## src/rtl/disp_i2c_pkg.sv

```systemverilog
package disp_i2c_pkg;

   typedef enum logic [2:0] {
      RX_IDLE,
      RX_ADDR,
      RX_CTRL,
      RX_PAYLOAD,
      RX_IGNORE
   } rx_state_t;

   typedef struct packed {
      logic start;
      logic stop;
      logic scl_rise;
      logic scl_fall;
   } bus_evt_t;

endpackage

```

## src/rtl/disp_i2c_sync.sv

```systemverilog
module disp_i2c_sync #(
   parameter int STAGES = 2
) (
   input  logic clk,
   input  logic rst_n,
   input  logic d,
   output logic q
);
   if (STAGES < 2) begin : g_bad_stages
      $error("disp_i2c_sync: STAGES must be at least 2");
   end

   logic [STAGES-1:0] chain;

   always_ff @(posedge clk or negedge rst_n) begin
      if (!rst_n) chain <= '1;
      else        chain <= {chain[STAGES-2:0], d};
   end

   assign q = chain[STAGES-1];
endmodule

```

## src/rtl/disp_i2c_cond.sv

```systemverilog
module disp_i2c_cond
   import disp_i2c_pkg::*;
(
   input  logic     clk,
   input  logic     rst_n,
   input  logic     scl_s,
   input  logic     sda_s,
   output bus_evt_t evt
);
   logic scl_q, sda_q;

   always_ff @(posedge clk or negedge rst_n) begin
      if (!rst_n) begin
         scl_q <= 1'b1;
         sda_q <= 1'b1;
      end else begin
         scl_q <= scl_s;
         sda_q <= sda_s;
      end
   end

   always_comb begin
      evt.start    = scl_q & scl_s & sda_q & ~sda_s;
      evt.stop     = scl_q & scl_s & ~sda_q & sda_s;
      evt.scl_rise = ~scl_q & scl_s;
      evt.scl_fall = scl_q & ~scl_s;
   end
endmodule

```

## src/rtl/disp_i2c_colptr.sv

```systemverilog
module disp_i2c_colptr #(
   parameter int COLS  = 128,
   parameter int COL_W = 7
) (
   input  logic             clk,
   input  logic             rst_n,
   input  logic             inc,
   input  logic             load,
   input  logic [COL_W-1:0] load_val,
   output logic [COL_W-1:0] ptr
);
   logic [COL_W-1:0] ptr_q, ptr_nxt;

   if (COLS == (1 << COL_W)) begin : g_pow2_wrap
      assign ptr_nxt = ptr_q + 1'b1;
   end else begin : g_cmp_wrap
      assign ptr_nxt = (ptr_q == COL_W'(COLS - 1)) ? '0 : ptr_q + 1'b1;
   end

   always_ff @(posedge clk or negedge rst_n) begin
      if (!rst_n)   ptr_q <= '0;
      else if (load) ptr_q <= load_val;
      else if (inc)  ptr_q <= ptr_nxt;
   end

   assign ptr = ptr_q;
endmodule

```

## src/rtl/disp_i2c_wr_rx.sv

```systemverilog
module disp_i2c_wr_rx
   import disp_i2c_pkg::*;
#(
   parameter logic [5:0] ADDR_PREFIX = 6'b011110,
   parameter int         COLS        = 128,
   parameter int         SYNC_STAGES = 2,
   localparam int        COL_W       = (COLS > 1) ? $clog2(COLS) : 1
) (
   input  logic             clk,
   input  logic             rst_n,
   input  logic             scl_i,
   input  logic             sda_i,
   input  logic             sa0_i,
   input  logic             col_load,
   input  logic [COL_W-1:0] col_load_val,
   output logic             sda_oe,
   output logic             cmd_valid,
   output logic [7:0]       cmd_byte,
   output logic             ram_we,
   output logic [COL_W-1:0] ram_addr,
   output logic [7:0]       ram_wdata
);
   if (COLS < 2) begin : g_bad_cols
      $error("disp_i2c_wr_rx: COLS must be at least 2");
   end

   logic      scl_s, sda_s;
   bus_evt_t  evt;
   rx_state_t state;
   logic [3:0] bitcnt;
   logic [7:0] shreg;
   logic       co_q, dc_q, oe_q;
   logic       cmd_v_q, we_q;
   logic [7:0] cmd_q, wdat_q;
   logic       addr_hit;

   disp_i2c_sync #(.STAGES(SYNC_STAGES)) u_sync_scl (
      .clk(clk), .rst_n(rst_n), .d(scl_i), .q(scl_s));
   disp_i2c_sync #(.STAGES(SYNC_STAGES)) u_sync_sda (
      .clk(clk), .rst_n(rst_n), .d(sda_i), .q(sda_s));

   disp_i2c_cond u_cond (
      .clk(clk), .rst_n(rst_n), .scl_s(scl_s), .sda_s(sda_s), .evt(evt));

   assign addr_hit = (shreg[7:1] == {ADDR_PREFIX, sa0_i}) && !shreg[0];

   always_ff @(posedge clk or negedge rst_n) begin
      if (!rst_n) begin
         state   <= RX_IDLE;
         bitcnt  <= '0;
         shreg   <= '0;
         co_q    <= 1'b0;
         dc_q    <= 1'b0;
         oe_q    <= 1'b0;
         cmd_v_q <= 1'b0;
         we_q    <= 1'b0;
         cmd_q   <= '0;
         wdat_q  <= '0;
      end else begin
         cmd_v_q <= 1'b0;
         we_q    <= 1'b0;
         if (evt.start) begin
            state  <= RX_ADDR;
            bitcnt <= '0;
            oe_q   <= 1'b0;
         end else if (evt.stop) begin
            state  <= RX_IDLE;
            bitcnt <= '0;
            oe_q   <= 1'b0;
         end else if (state != RX_IDLE && state != RX_IGNORE) begin
            if (evt.scl_rise) begin
               if (bitcnt < 4'd8) shreg <= {shreg[6:0], sda_s};
               bitcnt <= bitcnt + 4'd1;
            end else if (evt.scl_fall) begin
               if (bitcnt == 4'd8) begin
                  unique case (state)
                     RX_ADDR: begin
                        if (addr_hit) begin
                           oe_q  <= 1'b1;
                           state <= RX_CTRL;
                        end else begin
                           state <= RX_IGNORE;
                        end
                     end
                     RX_CTRL: begin
                        co_q  <= shreg[7];
                        dc_q  <= shreg[6];
                        oe_q  <= 1'b1;
                        state <= RX_PAYLOAD;
                     end
                     RX_PAYLOAD: begin
                        oe_q <= 1'b1;
                        if (dc_q) begin
                           we_q   <= 1'b1;
                           wdat_q <= shreg;
                        end else begin
                           cmd_v_q <= 1'b1;
                           cmd_q   <= shreg;
                        end
                        if (co_q) state <= RX_CTRL;
                     end
                     default: state <= RX_IDLE;
                  endcase
               end else if (bitcnt == 4'd9) begin
                  oe_q   <= 1'b0;
                  bitcnt <= '0;
               end
            end
         end
      end
   end

   disp_i2c_colptr #(.COLS(COLS), .COL_W(COL_W)) u_colptr (
      .clk(clk), .rst_n(rst_n), .inc(we_q), .load(col_load),
      .load_val(col_load_val), .ptr(ram_addr));

   assign sda_oe    = oe_q;
   assign cmd_valid = cmd_v_q;
   assign cmd_byte  = cmd_q;
   assign ram_we    = we_q;
   assign ram_wdata = wdat_q;
endmodule

```

## config.mk

```make
export PLATFORM = sky130hd
export DESIGN_NAME = disp_i2c_wr_rx
export DESIGN_NICKNAME = d
export VERILOG_FILES = /design/src/rtl/disp_i2c_pkg.sv /design/src/rtl/disp_i2c_sync.sv /design/src/rtl/disp_i2c_cond.sv /design/src/rtl/disp_i2c_colptr.sv /design/src/rtl/disp_i2c_wr_rx.sv
export SDC_FILE = /design/constraint.sdc
export NUM_CORES = 1
export LEC_CHECK = 0
export BUFFER_PORTS_ARGS = -buffer_cell sky130_fd_sc_hd__buf_4
export CAP_MARGIN = 25
export CORE_MARGIN = 10
export CORE_UTILIZATION = 34
export DETAILED_ROUTE_END_ITERATION = 6
export GPL_TIMING_DRIVEN = 0
export REMOVE_ABC_BUFFERS = 1
export SLEW_MARGIN = 10
export SYNTH_ARGS = -nofsm -noshare
export SYNTH_HDL_FRONTEND = slang
export SYNTH_SLANG_ARGS = --single-unit
```

## constraint.sdc

```tcl
create_clock -name clk -period 2.93 [get_ports clk]
set_input_delay 0.586 -clock clk [delete_from_list [all_inputs] [get_ports clk]]
set_output_delay 0.586 -clock clk [all_outputs]
set_load 0.005 [all_outputs]
```

==> results of run 1 <==
per-layer routing:
metal	GRT usage [%]	part of all wire, %
met4	1.96	0.81
met1	10.8	46
met3	4.12	7.2
met5	0	0
met2	13.6	46
final timing paths:
path / startpoint / to / slack, ns
max in group asynchronous: rst_n / ram_we$_DFF_PN0_ / 2.24
worst max register to register: u_cond.scl_q$_DFF_PN1_ / ram_wdata[6]$_DFFE_PN0P_ / 0.43
min in group clk: u_sync_sda.chain[0]$_DFF_PN1_ / u_sync_sda.chain[1]$_DFF_PN1_ / 0.36
worst min register to register: u_sync_sda.chain[0]$_DFF_PN1_ / u_sync_sda.chain[1]$_DFF_PN1_ / 0.36
worst min-delay path: rst_n / ram_wdata[0]$_DFFE_PN0P_ / 0.29
worst max-delay path: u_cond.scl_q$_DFF_PN1_ / ram_wdata[6]$_DFFE_PN0P_ / 0.43
Yosys cell counts, drive strengths merged (2+ instances only):
cell type	instances	area share, %
and2b	2	0.85
and2	2	0.57
mux2	26	13
a21oi	3	0.68
xor2	8	3.2
inv	6	1.0
nand4	3	1.5
dfstp	6	7.1
nand2	13	2.2
buf	2	0.74
ha	7	4.0
a31oi	2	0.57
nand3	5	1.1
nor2	3	0.51
nor4	5	2.8
o21ai	11	2.5
a211oi	2	0.68
clkbuf	2	0.34
and3	3	0.85
dfrtp	43	49
power breakdown:
part	leakage (nW)	internal, mW	switching [mW]
Combinational	0.541	0.0970	0.0803
Clock	0.0518	0.196	0.231
Sequential	0.639	0.745	0.0825
Total	1.23	1.04	0.394
sequential cells by signal, indices dropped and copies added, names as in the netlist:
signal,cells
u_colptr.ptr,7
u_sync_scl.chain,2
state,3
co_q,1
ram_wdata,8
u_cond.sda_q,1
cmd_valid,1
dc_q,1
u_cond.scl_q,1
shreg,8
sda_oe,1
bitcnt,4
ram_we,1
cmd_byte,8
u_sync_sda.chain,2
cells in the final DEF, fill, tap and decap left out, types with 3 or more instances in the layout:
master / n
dfrtp_1: 43
buf_4: 38
a21oi_1: 3
ha_1: 7
nand2_1: 13
nor4_1: 3
o21ai_0: 11
inv_1: 6
nand3_1: 5
dfstp_2: 6
clkbuf_8: 6
xor2_1: 8
mux2_2: 26
nor2_1: 3
and3_1: 3
layout make-up:
cell class | instances | share of cell area (%)
Clock buffer | 6 | 3.10
Sequential cell | 49 | 46.3
Tap cell | 77 | 3.61
Inverter | 6 | 0.845
Timing Repair Buffer | 38 | 10.7
Multi-Input combinational cell | 111 | 34.8
Clock inverter | 2 | 0.657
stage by stage:
stage	hold slack, ns	utilization (%)	setup WS, ns
2_1_floorplan	0.290	-	0.732
6_report	0.290	42.2	0.430
5_1_grt	0.325	42.2	0.305
3_3_place_gp	0.347	40.6	0.463
3_5_place_dp	0.348	40.6	0.434
4_1_cts	0.314	42.2	0.402
cell families (layout without fill, tap and decap cells):
family	count (synthesis)	count (layout)	synth area share [%]
compound gates	24	24	6.86
xor+xnor	9	9	3.57
fa+ha+maj	7	7	3.97
buf+inv	10	52	2.10
flops	49	49	55.9
mux	27	27	13.7
simple gates	44	44	13.9
critical path, delay by kind of cell, from the launching register on:
kind | cells | cell delay, ns
flops | 1 | 0.55
mux | 1 | 0.41
simple gates | 3 | 1.13
fa+ha+maj | 1 | 0.25
buf+inv | 1 | 0.04
==> impl_metrics.csv, run 1 <==
group,metric,value,unit
outcome,status,"complete, no violations",
sta,relSlewSlack,42.4,%
global_routing,grt_max_degree,50,
critical_path,critPathMaxStageDelay,0.66,ns
power_and_ir_drop,vdd_drop_max,0.000328,V
cts,clkTransAtPathRegs,0.09,ns
critical_path,cp-end-kind,"flop",
global_routing,grt_pass1_vias,1536,
hold_path,hp-class,"in -> async",
cts,clk-insertion-delay-late,0.31,ns
critical_path,required,3.12,ns
cts,cts_tree,"done",
route,routedWlPerCell,14.5,microns
floorplanning,boundaryPins,39,
cells_and_area,drive_gt1_share,40.1,%
place,placed_area,0.00257,sq mm
sta,rsz0062_at_grt,"no",
sta,fmax,400,MHz
sta,setup_tns,0,ns
logic_synthesis,ys.warnings.count,0,
sta,worst_slew_pin_slew,0.864,ns
floorplanning,die_area,0.0101,sq mm
critical_path,arrival,2.69,ns
route,drtAntennaViolNets,0,
critical_path,slowest_stage,"nor4_4",
power_and_ir_drop,leakagePower,1.23,nW
place,finalWeightedCongestion,0.794,
cts,cts_made_buffers,5,
global_routing,grt-ovfl-total,0,
cts,htreeDepth,2,
global_routing,antenna_found_initial,0,
logic_synthesis,synthArstFlopShare,100,%
power_and_ir_drop,powerDensity,537,mW/mm^2
cts,ctsRootBufferMaster,"clkbuf_8",
floorplanning,start_util,35.0,%
power_and_ir_drop,finalPower,1.43,mW
logic_synthesis,dominantRegCellSynth,"dfrtp_1",
floorplanning,placementRows,29,
critical_path,critPathMaxFanout,8,
logic_synthesis,synth-edff-count,0,
sta,drv_slew,0,
cts,cts_resized,0,
logic_synthesis,ys_types,41,
critical_path,r2r_cells,6,
cells_and_area,nNetsFinal,231,
logic_synthesis,yosys_register_bits,49,
logic_synthesis,avgSynthCellArea,13.0,sq um
route,route.final.wire_length,4200,microns
global_routing,grt_pass1_wl,7310,microns
critical_path,criticalPathCategory,"reg -> reg",
cells_and_area,syn2layout_area_growth,20.7,%
critical_path,startpoint_type,"flop",
logic_synthesis,syn-instance-count,170,
floorplanning,dieHeight,101,microns
cells_and_area,multi_input_area,928,sq um
floorplanning,die_w,101,microns
cts,cts_hold_buf,0,
route,viasPerCell,4.89,
sta,hold_viol_final,0,
cells_and_area,final_cell_area,0.00267,sq mm
cells_and_area,num_antenna_cells,0,
global_routing,track_usage,8.75,%
route,drtPass1Iterations,4,
logic_synthesis,synth.cell_area,0.00221,sq mm
critical_path,path_cells,"inv_1 -> ha_1 -> and2b_2 -> nand4_4 -> nor4_4 -> mux2_2",
place,io_buffers,38,
route,drtIter0Drc,52,
cells_and_area,regArea,0.00123,sq mm
logic_synthesis,synth_seq_area_share,55.9,%
sta,layout_min_cycle_time,2.50,ns
run,max-cap-violations,0,
place,dp.cells,281,
sta,finalCritPeriodShare,85.3,%
floorplanning,core_region_area,0.00631,sq mm
route,drc_errors,0,
cells_and_area,fillers,611,
sta,setup_viol,0,
cells_and_area,stdcell_count,289,
cts,cts.sinks,49,
cts,clockBufferDepth,2,
sta,skew,0.00708,ns
cts,postCtsSetupBuffers,0,
place,dp_hpwl,3000,microns
route,vias,1413,
Power figures use the tool's default switching activity.
==> inputs of run 2 (changes only) <==
--- a/config.mk
+++ b/config.mk
@@ -11,6 +11,7 @@
 export CORE_UTILIZATION = 34
 export DETAILED_ROUTE_END_ITERATION = 6
 export GPL_TIMING_DRIVEN = 0
+export RECOVER_POWER = 25
 export REMOVE_ABC_BUFFERS = 1
 export SLEW_MARGIN = 10
 export SYNTH_ARGS = -nofsm -noshare
==> constraint.sdc (replaced) <==
create_clock -name clk -period 2.93 [get_ports clk]
set_input_delay 0.7325 -clock clk [delete_from_list [all_inputs] [get_ports clk]]
set_output_delay 0.7325 -clock clk [all_outputs]
set_load 0.005 [all_outputs]
==> impl_metrics.csv, run 2 (same netlist as run 1, synthesis figures left out) <==
group,metric,value,unit
sta,finalCritPeriodShare,85.3,%
sta,fmax,400,MHz
route,drc_errors,0,
global_routing,track_usage,8.75,%
global_routing,grt_pass1_vias,1536,
place,io_buffers,38,
cts,ctsRootBufferMaster,"clkbuf_8",
critical_path,r2r_start,"u_cond.scl_q$_DFF_PN1_",
cells_and_area,stdcell_count,289,
route,vias,1413,
critical_path,arrival,2.69,ns
cells_and_area,fillers,611,
sta,setup_tns,0,ns
floorplanning,die_w,101,microns
floorplanning,dieHeight,101,microns
cells_and_area,num_antenna_cells,0,
place,finalWeightedCongestion,0.794,
floorplanning,start_util,35.0,%
critical_path,path_cells,"inv_1 -> ha_1 -> and2b_2 -> nand4_4 -> nor4_4 -> mux2_2",
sta,drv_slew,0,
sta,skew,0.00704,ns
cts,clk-insertion-delay-late,0.31,ns
route,drtAntennaViolNets,0,
cells_and_area,finalCoreUtilization,42.2,%
place,dp_hpwl,3000,microns
global_routing,grt_pass1_wl,7310,microns
sta,setup_viol,0,
global_routing,grt_max_degree,50,
route,dr_wl_met3,302,microns
route,route.final.wire_length,4190,microns
critical_path,crit_end,"ram_wdata[6]$_DFFE_PN0P_",
cts,clockBufferDepth,2,
sta,hold-worst-slack,0.366,ns
critical_path,cp-end-kind,"flop",
run,max-cap-violations,0,
critical_path,required,3.12,ns
global_routing,antenna_found_initial,0,
sta,relSlewSlack,19.5,%
global_routing,grt-ovfl-total,0,
route,drtPass1Iterations,4,
cells_and_area,drive_gt1_share,39.2,%
critical_path,rrSetupSlack,0.43,ns
power_and_ir_drop,finalPower,1.43,mW
critical_path,critPathMaxFanout,8,
place,dp.cells,281,
power_and_ir_drop,vdd_drop_max,0.000328,V
route,dr_wl_met2,1930,microns
cts,cts_made_buffers,5,
route,top_layer,"met4",
cts,htreeDepth,2,
cts,postCtsSetupBuffers,0,
hold_path,hp-class,"reg -> reg",
critical_path,criticalPathCategory,"reg -> reg",
critical_path,slowest_stage,"nor4_4",
critical_path,r2r_cells,6,
floorplanning,boundaryPins,39,
route,viasPerCell,4.89,
cts,cts_hold_buf,0,
cells_and_area,multi_input_area,928,sq um
outcome,status,"complete, no violations",
critical_path,critPathMaxStageDelay,0.66,ns
sta,layout_min_cycle_time,2.50,ns
floorplanning,core_region_area,0.00631,sq mm
cells_and_area,nNetsFinal,231,
cells_and_area,regArea,0.00123,sq mm
cells_and_area,final_cell_area,0.00266,sq mm
critical_path,startpoint_type,"flop",
power_and_ir_drop,powerDensity,537,mW/mm^2
place,place_ws,0.434,ns
route,wirelength_met1,1920,microns
cells_and_area,final_common_cell,"dfrtp_1",
cts,cts.sinks,49,
sta,rsz0062_at_grt,"no",
critical_path,r2r-end,"ram_wdata[6]$_DFFE_PN0P_",
cts,clkTransAtPathRegs,0.09,ns
floorplanning,placementRows,29,
critical_path,setup.worst_path.start,"u_cond.scl_q$_DFF_PN1_",
route,drtIter0Drc,58,
sta,setup_slack,0.430,ns
place,placed_area,0.00257,sq mm
power_and_ir_drop,leakagePower,1.23,nW
sta,hold_viol_final,0,
sta,worst_slew_pin_slew,1.21,ns
cells_and_area,syn2layout_area_growth,20.6,%
route,routedWlPerCell,14.5,microns
floorplanning,die_area,0.0101,sq mm
cells_and_area,mostFrequentLayoutCells,"dfrtp_1, buf_4, mux2_2",
cts,cts_resized,0,
cts,cts_tree,"done",
-- run 2: worst min-delay path by stage --
stage / slack (ns) / endpoint / cells past startpoint / from
2_1_floorplan: 0.35 / u_sync_scl.chain[1]$_DFF_PN1_ / 0 / u_sync_scl.chain[0]$_DFF_PN1_
4_1_cts: 0.36 / u_sync_sda.chain[1]$_DFF_PN1_ / 0 / u_sync_sda.chain[0]$_DFF_PN1_
6_report: 0.37 / u_sync_sda.chain[1]$_DFF_PN1_ / 0 / u_sync_sda.chain[0]$_DFF_PN1_
3_5_place_dp: 0.35 / u_sync_sda.chain[1]$_DFF_PN1_ / 0 / u_sync_sda.chain[0]$_DFF_PN1_
5_1_grt: 0.37 / u_sync_scl.chain[1]$_DFF_PN1_ / 0 / u_sync_scl.chain[0]$_DFF_PN1_
3_3_place_gp: 0.35 / u_sync_sda.chain[1]$_DFF_PN1_ / 0 / u_sync_sda.chain[0]$_DFF_PN1_
-- run 2: area by class of cell --
cell class	instances	area share, %
Clock inverter	2	0.658
Sequential cell	49	46.3
Clock buffer	6	3.10
Timing Repair Buffer	38	10.6
Multi-Input combinational cell	111	34.9
Inverter	6	0.845
Tap cell	77	3.62
-- run 2: where the power goes --
group          switching [mW]  internal (mW)
Sequential             0.0825          0.744
Combinational          0.0803         0.0964
Clock                   0.231          0.196
Total                   0.394           1.04
-- run 2: layer usage --
metal	track usage (%)	up-vias
li1	-	696
met1	10.8	681
met2	13.6	30
met3	4.12	6
met4	1.96	0
met5	0	-
-- run 2: critical path, delay by kind of cell (launching register included) --
family	cells	cell delay [ns]
muxes	1	0.41
adders and majority gates	1	0.25
DFF	1	0.55
and+or+nand+nor	3	1.13
buffers and inverters	1	0.04
